<file path="src/rtl/pkt_tx_gate.sv">
module pkt_tx_gate #(
  parameter bit TXEN_PRIOR_AT_RESET = 1'b1
) (
  input  logic clk,
  input  logic rst_n,
  input  logic mac_txen,
  input  logic sw_txoff,
  input  logic lchk_en,
  input  logic cim_off,
  input  logic link_raw,
  input  logic link_unstable,
  output logic txen_line,
  output logic rxen,
  output logic link_ok,
  output logic link_led
);

  logic txen_prev;
  logic admitted;

  wire cim_block = link_unstable & ~cim_off;
  wire gate_open = ~sw_txoff & ~cim_block;
  wire pkt_start = mac_txen & ~txen_prev;

  always_ff @(posedge clk or negedge rst_n) begin
    if (!rst_n) begin
      txen_prev <= TXEN_PRIOR_AT_RESET;
      admitted  <= 1'b0;
    end else begin
      txen_prev <= mac_txen;
      if (!mac_txen)      admitted <= 1'b0;
      else if (pkt_start) admitted <= gate_open;
    end
  end

  assign txen_line = admitted;

  always_ff @(posedge clk or negedge rst_n) begin
    if (!rst_n) begin
      rxen     <= 1'b0;
      link_ok  <= 1'b0;
      link_led <= 1'b0;
    end else begin
      rxen     <= ~cim_block;
      link_ok  <= lchk_en ? link_raw : 1'b1;
      link_led <= lchk_en ? link_raw : 1'b1;
    end
  end

  a_r2_start_blocked_when_off: assert property (@(posedge clk) disable iff (!rst_n)
    (pkt_start && sw_txoff) |=> !txen_line);

  a_r3_no_truncation: assert property (@(posedge clk) disable iff (!rst_n)
    (txen_line && mac_txen) |=> txen_line);

  a_r4_no_midpacket_start: assert property (@(posedge clk) disable iff (!rst_n)
    (txen_prev && mac_txen && !txen_line) |=> !txen_line);

  a_r5_ends_with_txen: assert property (@(posedge clk) disable iff (!rst_n)
    !mac_txen |=> !txen_line);

  a_r6_forced_link: assert property (@(posedge clk) disable iff (!rst_n)
    !lchk_en |=> (link_ok && link_led));

  a_r8_unstable_kills_rx: assert property (@(posedge clk) disable iff (!rst_n)
    (link_unstable && !cim_off) |=> !rxen);

  a_r9_masked_instability: assert property (@(posedge clk) disable iff (!rst_n)
    cim_off |=> rxen);

endmodule

</file>
<file path="config.mk">
export PLATFORM = sky130hd
export DESIGN_NAME = pkt_tx_gate
export DESIGN_NICKNAME = d
export VERILOG_FILES = /design/src/rtl/pkt_tx_gate.sv
export SDC_FILE = /design/constraint.sdc
export NUM_CORES = 1
export LEC_CHECK = 0
export CORE_AREA = 5 5 42 44
export DETAILED_ROUTE_END_ITERATION = 6
export DIE_AREA = 0 0 47 49
export GPL_ROUTABILITY_DRIVEN = 0
export PLACE_DENSITY = 0.38
export SLEW_MARGIN = 25
export SYNTH_ARGS = -nofsm -noshare
export SYNTH_HDL_FRONTEND = slang
export SYNTH_SLANG_ARGS = --single-unit
</file>
<file path="constraint.sdc">
create_clock -name clk -period 1.25 [get_ports clk]
set_input_delay 0.125 -clock clk [delete_from_list [all_inputs] [get_ports clk]]
set_output_delay 0.125 -clock clk [all_outputs]
set_load 0.01 [all_outputs]
</file>
## Word level (Yosys, flattened, before mapping)

Index checks and enable logic that the tools add are counted.

- Equality and inequality tests: 1
- Mux-type cells: 3
- Bitwise gates (word level): 7

Operators by type and width:

| kind | count |
|---|---|
| inverter 1 bit | 4 |
| bitwise AND 1 bit | 3 |
| two-way mux 1 bit | 3 |
| != test 2 x 1 -> 1 bit, second input constant | 1 |

- Register bits after elaboration: 4
- Bits of input ports: 8
- Output and inout bits: 4
- Word-level logic and storage cells: 15

## Logic depth before layout (Yosys ltp)

- Depth in word-level cells: 6
- Gate-level depth with buffers: 3
- Mapped depth without buffers: 3

## Worst setup path after synthesis

No wires, ideal clock.

- Path type: register to register
- Start: reg txen_prev
- End: reg admitted (netlist: txen_line)
- Setup time: 0.122 ns
- Data arrival time: 0.649 ns
- Required time: 1.128 ns
- Setup slack: 0.479 ns
- Stages on the path, launching flop included: 4
- Path buffers: 0
- Path through: dfstp_2 > nor2_2 > nand2_1 > a21boi_2

- Word-level cells in the longest chain between the ends: 3

Ends and longest elaborated chain:

| item | line | text |
|---|---|---|
| from (decl) | 18 | `logic txen_prev;` |
| from (signal assigned) | 30 | `txen_prev <= mac_txen;` |
| inverter 1 bit | 23 | `wire pkt_start = mac_txen & ~txen_prev;` |
| bitwise AND 1 bit | 23 |  |
| != test 2 x 1 -> 1 bit (no source line) | n/a |  |
| to (signal assigned) | 32 | `else if (pkt_start) admitted <= gate_open;` |
| to (decl) | 19 | `logic admitted;` |

No other way between the ends.
A chain may end at the register's enable or synchronous reset.

## Worst setup path in the final report

- Start: reg admitted (netlist: txen_line)
- End: out txen_line

RTL lines:

| item | line | text |
|---|---|---|
| to (decl) | 12 | `output logic txen_line,` |

No word-level cell between the ends.

==> reports/qor.txt <==
DETAILED ROUTING
----------------------------------------------------------------------------------
Number of iterations in the first detailed-routing pass .............            1
Number of vias per cell after detailed routing ......................         3.15
Total via count in the routed design ................................          129
Count of unresolved DRC violations after routing ....................            0
Total Routed Length .................................................  373 microns
Number of routed nets with antenna violations .......................            0
Wire length per cell ................................................ 9.10 microns
Iter 0 DRT Violations ...............................................            0

LOGIC SYNTHESIS
----------------------------------------------------------------------------------
Top-count cell post-synth ........................................... sky130_fd_sc_hd__dfrtp_1
Sequential fraction of the synthesis area ...........................        65.9%
Top cell type by total area after synthesis ......................... sky130_fd_sc_hd__dfrtp_1
Share of flip-flops with an asynchronous set or reset ...............         100%
Cells taking the most area after synthesis .......................... sky130_fd_sc_hd__dfrtp_1 (49%), sky130_fd_sc_hd__dfstp_2 (17%), sky130_fd_sc_hd__nand2b_4 (8.9%), sky130_fd_sc_hd__a21boi_2 (7.3%), sky130_fd_sc_hd__buf_4 (4.9%)
Gate Count Post-Synth ...............................................           11
Distinct cells, synth ...............................................            8
Commonest cells in the netlist ...................................... sky130_fd_sc_hd__dfrtp_1 (3), sky130_fd_sc_hd__nand2_1 (2)
Mapped Avg Cell Area ................................................   14.0 sq um
Area share of the largest cell type after synthesis .................        48.8%
Synth Register Bits .................................................            4
Total standard cell area after synthesis ............................    154 sq um
Post-synth EDFFs ....................................................            0
Yosys warns .........................................................            0
Synthesized net count ...............................................           19
Prevailing post-synth register cell ................................. sky130_fd_sc_hd__dfrtp_1

CTS
----------------------------------------------------------------------------------
TritonCTS clock tree ................................................        built
Clock buffer count from CTS .........................................            3
CTS resizes .........................................................            1
Number of setup buffers added after CTS .............................            0
CTS clk-pin slew, worst paths .......................................      0.04 ns
Maximum count of clock buffers along a single path ..................            2
Total of hold buffers inserted after clock tree synthesis ...........            0
Clock latency on the worst-skew pair ................................      0.23 ns
Buffer type at the clock tree root .................................. sky130_fd_sc_hd__clkbuf_4
Clock tree sinks ....................................................            4
Depth of the CTS H-tree .............................................            1

FLOORPLAN
----------------------------------------------------------------------------------
Total core area .....................................................   1400 sq um
DIE WIDTH ...........................................................   47 microns
Die ar. .............................................................   2300 sq um
Standard-cell rows ..................................................           14
Effective utilization at floorplan ..................................        11.0%
Die Y-Extent ........................................................   49 microns
Ports placed on the boundary ........................................           12

CRITICAL PATH
----------------------------------------------------------------------------------
Kind of critical path ............................................... register to output port
Family of cells with the greatest summed delay on the critical path .   flip-flops
Worst Path Buf+Inv ..................................................            1
Reg2reg end .........................................................    txen_line
Required time of the critical path ..................................      1.12 ns
Flop2flop setup slack ...............................................      0.46 ns
Largest fanout of any net on the critical path ......................            2
Critical Path End Type ..............................................  output port
CP max-delay cell ................................................... sky130_fd_sc_hd__dfrtp_1
Reg2reg start .......................................................    txen_prev
Critical path's largest stage delay .................................      0.36 ns
Depth of the worst register-to-register path ........................            3
Kind of launch point of the worst setup path ........................     register
Crit path DAT .......................................................      0.88 ns
Cell-by-cell listing of the critical path ........................... dlygate4sd2_1

POWER AND IR DROP
----------------------------------------------------------------------------------
Register share of total power .......................................        38.3%
Peak supply drop ....................................................   0.000320 V
Net switching power figure ..........................................  0.0000761 W
Switching fraction of total power ...................................        20.7%
Gate power share ....................................................        13.3%
Power density over cell area ........................................ 1190 nW/um^2
Leakage .............................................................     0.138 nW
Internal power ......................................................   0.000292 W
Clock network power share ...........................................        48.4%
Power Total .........................................................   0.000368 W

GLOBAL ROUTING
----------------------------------------------------------------------------------
Aggregate global-route resource usage ...............................        3.88%
Pin count of the biggest net entering global routing ................            5
Global-route wire length before repair ..............................  538 microns
Initial antenna violation count .....................................            0
Number of global-route vias before repair ...........................          138
Aggregate global routing overflow ...................................            0

CELLS AND AREA
----------------------------------------------------------------------------------
Filler Cells Inserted ...............................................          161
Layout cells sized above 1 ..........................................        28.0%
Area Overhead vs Synth ..............................................         101%
Final net count .....................................................           34
Antenna diode instance count ........................................            0
Final Instance Count excl. Fillers ..................................           41

TIMING
----------------------------------------------------------------------------------
Upper clock frequency limit .........................................    0.992 GHz
Max-slew violations .................................................            0
Final setup violation count .........................................            0
Fraction of the cycle the final worst path needs ....................        80.7%
Worst-margin pin slew ...............................................     0.199 ns
Slew margin rel. ....................................................        86.7%
Skew final .......................................................... 0.00000881 ns
Slack of the critical path ..........................................     0.242 ns
Setup repair after global routing missed its margin .................        false
Post-layout minimum cycle time ......................................      1.01 ns
Setup TNS ...........................................................         0 ns
Final Hold Viols ....................................................            0

PLACED DESIGN
----------------------------------------------------------------------------------
Number of input and output port buffers inserted ....................           11
Worst Setup Slack post-DPL ..........................................     0.253 ns
Placed cells ........................................................           37

JOB
----------------------------------------------------------------------------------
Max-capacitance violation count .....................................            0

STATUS
----------------------------------------------------------------------------------
Run status .......................................................... complete, no violations

WORST HOLD PATH
----------------------------------------------------------------------------------
HP Class ............................................................ primary input to asynchronous set/reset pin

## layer usage
metal | routed length [microns] | vias up | global-route usage (%)
li1 | - | 60 | -
met1 | 118 | 52 | 3.77
met2 | 120 | 15 | 3.62
met3 | 126 | 2 | 4.80
met4 | 8 | 0 | 4.15
met5 | 0 | - | 0
## flip-flops by register name, summed over array words and instances, names as in the netlist
register,count
txen_line,1
rxen,1
link_ok,1
txen_prev,1
## power by group through the flow
stage,sequential (W),clock [W],combinational [W]
finish,0.000141,0.000178,0.0000488
global placement,0.000142,0,0.0000519
detailed placement,0.000143,0,0.0000517
CTS,0.000141,0.000189,0.0000511
floorplan,0.000145,0,0.0000120
global route,0.000142,0.000197,0.0000524
## area by class of cell
type | count | area [sq um] | area share [%]
Timing Repair Buffer | 11 | 116 | 37.7
Tap cell | 16 | 20.0 | 6.48
Clock buffer | 4 | 26.3 | 8.50
Multi-Input combinational cell | 6 | 45.0 | 14.6
Sequential cell | 4 | 101 | 32.8
## per-stage QoR
step	utilization (%)	cell area, sq um	hold slack, ns
after floorplan	-	154	-0.171
after global placement	19.7	277	0.338
after detailed placement	19.7	277	0.338
after CTS	21.5	302	0.0836
after global routing	22.1	309	0.0952
final	22.1	309	0.0913
## worst max-delay path by stage
stage | slack [ns] | cells past startpoint | startpoint | end
after floorplan | 0.48 | 3 | txen_prev | txen_line
after global placement | 0.26 | 1 | txen_line | txen_line
after detailed placement | 0.25 | 1 | txen_line | txen_line
after CTS | 0.004 | 1 | link_ok | link_ok
after global routing | 0.21 | 1 | txen_line | txen_line
final | 0.24 | 1 | txen_line | txen_line
## layout by cell type, fill, tap and decap left out
cell,instances
sky130_fd_sc_hd__clkdlybuf4s50_1,7
sky130_fd_sc_hd__clkbuf_4,3
sky130_fd_sc_hd__dfrtp_1,3
sky130_fd_sc_hd__dlymetal6s2s_1,3
sky130_fd_sc_hd__nand2_1,2
sky130_fd_sc_hd__nand2b_4,1
sky130_fd_sc_hd__nor2_2,1
sky130_fd_sc_hd__a21boi_2,1
sky130_fd_sc_hd__nand2b_1,1
sky130_fd_sc_hd__clkbuf_1,1
sky130_fd_sc_hd__dlygate4sd2_1,1
sky130_fd_sc_hd__dfstp_2,1
## cell families (layout without fill, tap and decap cells)
family / after synthesis / in the layout / synth area share, %
flip-flops: 4 / 4 / 65.9
buffers and inverters: 1 / 15 / 4.88
AO/OA/AOI/OAI: 1 / 1 / 7.32
AND/OR/NAND/NOR: 5 / 5 / 22.0
No activity file was read; power rests on OpenSTA's default activity.
